===== src/rtl/serial_port_ctl.sv =====
module serial_port_ctl #(
  parameter int CLK_DIV = 8
) (
  input  logic       clk,
  input  logic       rst_n,
  input  logic       reg_we,
  input  logic [7:0] reg_wdata,
  output logic [7:0] reg_rdata,
  input  logic [7:0] tx_data,
  input  logic       tx_valid,
  output logic       tx_ready,
  output logic [7:0] rx_data,
  output logic       rx_valid,
  output logic       rx_perr,
  output logic       txd,
  input  logic       rxd,
  input  logic       cts_n
);

  localparam int DW = (CLK_DIV > 1) ? $clog2(CLK_DIV) : 1;
  localparam int FRAME_MAX = 12;

  logic [DW-1:0] div_q;
  logic          tick;
  assign tick = (div_q == DW'(CLK_DIV - 1));

  always_ff @(posedge clk or negedge rst_n)
    if (!rst_n) div_q <= '0;
    else        div_q <= tick ? '0 : div_q + DW'(1);

  logic [7:0] ctl;
  logic t_en, r_en, cts_en, par_en, par_odd, brk, two_stop, loop;
  assign {t_en, r_en, cts_en, par_en, par_odd, brk, two_stop, loop} = ctl;
  assign reg_rdata = ctl;

  always_ff @(posedge clk or negedge rst_n)
    if (!rst_n)      ctl <= '0;
    else if (reg_we) ctl <= reg_wdata;

  // transmitter
  logic                 tx_busy;
  logic [FRAME_MAX-1:0] tx_sh;
  logic [3:0]           tx_left, tx_os, frame_len;
  logic                 tx_go, tx_fire, tx_par, tx_line, tx_ser;
  logic [FRAME_MAX-1:0] frame_w;

  assign tx_go     = t_en & (~cts_en | ~cts_n);
  assign tx_ready  = ~tx_busy & tx_go;
  assign tx_fire   = tx_valid & tx_ready;
  assign tx_par    = (^tx_data) ^ par_odd;
  assign frame_w   = par_en ? {2'b11, tx_par, tx_data, 1'b0} : {3'b111, tx_data, 1'b0};
  assign frame_len = 4'd10 + {3'd0, par_en} + {3'd0, two_stop};

  always_ff @(posedge clk or negedge rst_n)
    if (!rst_n) begin
      tx_busy <= 1'b0;
      tx_sh   <= '1;
      tx_left <= '0;
      tx_os   <= '0;
    end else if (tx_fire) begin
      tx_busy <= 1'b1;
      tx_sh   <= frame_w;
      tx_left <= frame_len;
      tx_os   <= '0;
    end else if (tx_busy && tick) begin
      if (tx_os == 4'd15) begin
        tx_os   <= '0;
        tx_sh   <= {1'b1, tx_sh[FRAME_MAX-1:1]};
        tx_left <= tx_left - 4'd1;
        if (tx_left == 4'd1) tx_busy <= 1'b0;
      end else begin
        tx_os <= tx_os + 4'd1;
      end
    end

  assign tx_line = tx_busy ? tx_sh[0] : 1'b1;
  assign tx_ser  = tx_line & ~brk;
  assign txd     = loop | tx_ser;

  // receiver
  typedef enum logic [2:0] {RX_IDLE, RX_START, RX_DATA, RX_PAR, RX_STOP} rx_st_t;
  rx_st_t     rx_st;
  logic       rx_s1, rx_bit, rx_armed, rx_pbit;
  logic [3:0] rx_os;
  logic [2:0] rx_cnt;
  logic [7:0] rx_sh;

  always_ff @(posedge clk or negedge rst_n)
    if (!rst_n) begin
      rx_s1  <= 1'b1;
      rx_bit <= 1'b1;
    end else begin
      rx_s1  <= loop ? tx_ser : rxd;
      rx_bit <= rx_s1;
    end

  always_ff @(posedge clk or negedge rst_n)
    if (!rst_n) begin
      rx_st    <= RX_IDLE;
      rx_armed <= 1'b0;
      rx_os    <= '0;
      rx_cnt   <= '0;
      rx_sh    <= '0;
      rx_pbit  <= 1'b0;
      rx_valid <= 1'b0;
      rx_perr  <= 1'b0;
    end else begin
      rx_valid <= 1'b0;
      rx_perr  <= 1'b0;
      if (!r_en) begin
        rx_st    <= RX_IDLE;
        rx_armed <= 1'b0;
      end else if (tick) begin
        case (rx_st)
          RX_IDLE:
            if (rx_bit) rx_armed <= 1'b1;
            else if (rx_armed) begin
              rx_st    <= RX_START;
              rx_os    <= '0;
              rx_armed <= 1'b0;
            end
          RX_START:
            if (rx_os == 4'd7) begin
              rx_os  <= '0;
              rx_cnt <= '0;
              rx_st  <= rx_bit ? RX_IDLE : RX_DATA;
            end else rx_os <= rx_os + 4'd1;
          RX_DATA:
            if (rx_os == 4'd15) begin
              rx_os  <= '0;
              rx_sh  <= {rx_bit, rx_sh[7:1]};
              rx_cnt <= rx_cnt + 3'd1;
              if (rx_cnt == 3'd7) rx_st <= par_en ? RX_PAR : RX_STOP;
            end else rx_os <= rx_os + 4'd1;
          RX_PAR:
            if (rx_os == 4'd15) begin
              rx_os   <= '0;
              rx_pbit <= rx_bit;
              rx_st   <= RX_STOP;
            end else rx_os <= rx_os + 4'd1;
          RX_STOP:
            if (rx_os == 4'd15) begin
              rx_os    <= '0;
              rx_st    <= RX_IDLE;
              rx_valid <= 1'b1;
              rx_perr  <= par_en & ((^{rx_sh, rx_pbit}) ^ par_odd);
            end else rx_os <= rx_os + 4'd1;
          default: rx_st <= RX_IDLE;
        endcase
      end
    end

  assign rx_data = rx_sh;


  reg_write_chk: assert property (@(posedge clk) disable iff (!rst_n)
    reg_we |=> reg_rdata == $past(reg_wdata));

  tx_accept_chk: assert property (@(posedge clk) disable iff (!rst_n)
    (tx_valid && tx_ready) |=> !tx_ready);

  rx_off_chk: assert property (@(posedge clk) disable iff (!rst_n)
    !r_en |=> !rx_valid);

  perr_strobe_chk: assert property (@(posedge clk) disable iff (!rst_n)
    rx_perr |-> rx_valid);

  tx_hold_chk: assert property (@(posedge clk) disable iff (!rst_n)
    (tx_busy && !tx_go) |=> !tx_ready);

endmodule


===== config.mk =====
export PLATFORM = sky130hd
export DESIGN_NAME = serial_port_ctl
export DESIGN_NICKNAME = d
export VERILOG_FILES = /design/src/rtl/serial_port_ctl.sv
export SDC_FILE = /design/constraint.sdc
export NUM_CORES = 1
export LEC_CHECK = 0
export BUFFER_PORTS_ARGS = -buffer_cell sky130_fd_sc_hd__buf_4
export CAP_MARGIN = 40
export CORE_ASPECT_RATIO = 0.5
export CORE_UTILIZATION = 50
export DETAILED_ROUTE_END_ITERATION = 7
export GPL_TIMING_DRIVEN = 0
export MAX_ROUTING_LAYER = met4
export PLACE_DENSITY = 0.72
export SLEW_MARGIN = 40
export SYNTH_ARGS = -nofsm -noshare
export SYNTH_HDL_FRONTEND = slang
export SYNTH_SLANG_ARGS = --single-unit

===== constraint.sdc =====
create_clock -name clk -period 2.5 [get_ports clk]
set_clock_uncertainty 0.05 [all_clocks]
set_input_delay 0.5 -clock clk [delete_from_list [all_inputs] [get_ports clk]]
set_output_delay 0.5 -clock clk [all_outputs]
set_load 0.1 [all_outputs]

==> results.json <==
{
  "run_status": "complete, no violations",
  "timing.final.setup_violations": 0,
  "irDropWorstVdd_uv": 430.3,
  "critical_path_arrival_ns": 2.41,
  "yosysSeqAreaShare_pct": 50.79,
  "final.hold.worst_slack_ns": 0.1787,
  "power_leakage_nw": 1.461,
  "drive_gt1_share_pct": 30.90,
  "cts.hold.buffers_added": 0,
  "yosysWarningCount": 0,
  "hold_path.class": "in -> async",
  "worst_setup_path_start_kind": "flip-flop",
  "dominantRegCellSynth": "dfrtp_1",
  "synth_area_per_cell_um2": 10.63,
  "clk_latency_ns": 0.30,
  "pwr_density_cell_nw_per_um2": 703.1,
  "ant_nets": 0,
  "insertedDiodeCount": 0,
  "fin_crit_ns": 2.234,
  "post-route-util_pct": 63.52,
  "cp_max_fo": 10,
  "area_growth_syn_to_layout_pct": 19.12,
  "syn_nets": 284,
  "routedWlPerCell_um": 14.27,
  "yosys.area.top_type": "dfrtp_1",
  "clock_tree.buffer_depth": 2,
  "std_cell_rows": 18,
  "drt_wl_total_um": 5293,
  "worstPathRequired_ns": 2.68,
  "globalplace.congestion": 0.8768,
  "clk_pin_slew_worst_paths_ns": 0.10,
  "die_w_um": 105.7,
  "grt_start_max_net_pins": 55,
  "final_total_negative_setup_slack_ns": 0,
  "synth_top_cells_by_area": "dfrtp_1 39%, dfstp_2 12%, mux2_2 7.5%",
  "cts_num_sinks": 54,
  "nNetsFinal": 331,
  "synth.cell_area_um2": 2690,
  "avgViaCountPerCell": 5.243,
  "number_of_synthesized_flops_with_an_enable_pin": 0,
  "placement.cell_area_um2": 3095,
  "drtPass1Iterations": 4,
  "max_freq_ghz": 0.4477,
  "post-synth-top-count-cell": "dfrtp_1",
  "report.final.hold_viol_count": 0,
  "finish.instance_area_um2": 3204,
  "worst-slew-pin-transition_ns": 0.6754,
  "synth.distinct_cells": 44,
  "numCtsBuffers": 5,
  "ys_ff_latch": 54,
  "finalPower_mw": 2.253,
  "htree_levels": 2,
  "ff_latch_area_um2": 1371,
  "io_buffer_count": 40,
  "die_height_um": 53.87,
  "cts_repair_resize_count": 0,
  "worstSetupEndpointType": "flip-flop",
  "detail_route.iter0.violations": 55,
  "grt_first_pass_wirelength_um": 8211,
  "grt_remaining_overflow": 0,
  "unrepaired_setup_endpoints_after_global_routing": "false",
  "placeableCoreArea_um2": 5045,
  "syn-instance-count": 253,
  "max_cap_viol_count": 0,
  "cts_tree": "yes",
  "routed-via-count": 1945,
  "post_synth_arst_share_pct": 100.0,
  "drt_drc": 0,
  "fill_cell_count": 417,
  "grt_pass1_vias": 1852,
  "critical_path_class": "reg -> reg",
  "floorplan.io_pins": 42,
  "min_period_over_period_pct": 89.35,
  "synth_top_area_share_pct": 39.07,
  "initial_utilization_pct": 53.32,
  "die_area_um2": 5695,
  "post-cts-setup-buffer-count": 0,
  "synthTopCellsByCount": "42 x dfrtp_1, 38 x nand2_1, 18 x mux2_2",
  "gr-usage-all-layers_pct": 19.65,
  "multiInputGateArea_um2": 1255,
  "clk_root_buffer_cell": "clkbuf_8",
  "maxSlewViolCount": 0,
  "detailedPlacementHpwl_um": 3782,
  "worst_slew_margin_rel_pct": 54.97,
  "number_of_antenna_violations_at_the_first_check_in_global_routing": 0
}
flip-flops by register name, indices dropped and copies added (netlist names):
name,count
rx_s1,1
rx_armed,1
tx_busy,1
rx_st,3
tx_left,4
reg_rdata,8
tx_os,4
div_q,3
rx_os,4
rx_valid,1
rx_data,8
tx_sh,10
rx_bit,1
rx_perr,1
rx_cnt,3
rx_pbit,1
routing by layer:
layer	track usage [%]	up-vias	wire [µm]
li1	-	972	-
met2	34.53	23	2620
met3	4.358	6	106
met5	-	-	0
met1	23.65	944	2506
met4	5.324	0	59
critical path, cell delays in order, from the launching register on:
cell and delay, ns:
dfrtp_1 0.36, ha_1 0.15, ha_1 0.13, buf_2 0.21
and3_1 0.25, and3_1 0.18, clkbuf_1 0.25, buf_2 0.29
nand2_1 0.09, a31oi_1 0.20
final cells by class:
type	count	share of cell area, %
plain buffers	12	1.718
well taps	70	2.733
multi-input cells	180	39.16
clock inverters	3	1.250
clock buffers	5	2.148
flip-flops and latches	54	42.80
inverters	7	0.8200
repair buffers	40	9.371
metrics by stage:
step	std cells	setup slack, ns
after global placement	363	0.3719
after CTS	371	0.2556
after detailed placement	363	0.3027
final	371	0.2662
after floorplan	253	0.07707
after global routing	371	0.08178
worst paths after layout:
path / startpoint / endpoint / slack, ns / cells after the start
worst max-delay path: div_q[0]$_DFF_PN0_ / tx_sh[8]$_DFFE_PN1P_ / 0.27 / 9
worst min-delay path: rst_n / tx_left[1]$_DFFE_PN0P_ / 0.18 / 1
worst max register to register: div_q[0]$_DFF_PN0_ / tx_sh[8]$_DFFE_PN1P_ / 0.27 / 9
worst min register to register: rx_s1$_DFF_PN1_ / rx_bit$_DFF_PN1_ / 0.32 / 0
max in group asynchronous: rst_n / reg_rdata[7]$_DFFE_PN0P_ / 1.71 / 1
min in group clk: rx_s1$_DFF_PN1_ / rx_bit$_DFF_PN1_ / 0.32 / 0
logic make-up (layout without fill, tap and decap cells):
logic type / count (synthesis) / in the layout / synth area share (%)
flops: 54 / 54 / 50.79
buf+inv: 19 / 67 / 3.023
fa+ha+maj: 9 / 9 / 4.186
xor+xnor: 22 / 22 / 7.163
mux: 21 / 21 / 8.651
compound gates: 42 / 42 / 10.56
simple gates: 86 / 86 / 15.63
cells in the final DEF (no fill, tap or decap), types with 3 or more instances in the layout:
cell type	synthesis	layout
mux2_2	18	18
nor2_1	16	16
clkbuf_1	6	6
buf_4	1	41
dfrtp_1	42	40
and3_1	4	4
buf_2	5	5
ha_1	9	9
clkbuf_8	0	5
a21oi_1	5	5
xnor2_1	17	17
dfstp_2	12	12
mux2i_1	3	3
nand3_1	5	5
a31oi_1	12	12
o21ai_0	8	8
nor3_1	5	5
nor2b_1	5	5
inv_1	7	7
nand2_1	38	38
xor2_1	5	5
power by group:
part           internal, mW  switching, mW  leakage (nW)  total (mW)
sequential             1.08          0.116         0.662        1.20
clock                 0.295          0.283        0.0579       0.578
combinational         0.193          0.285         0.741       0.477
Note: power is estimated with default switching activity, not from simulation.
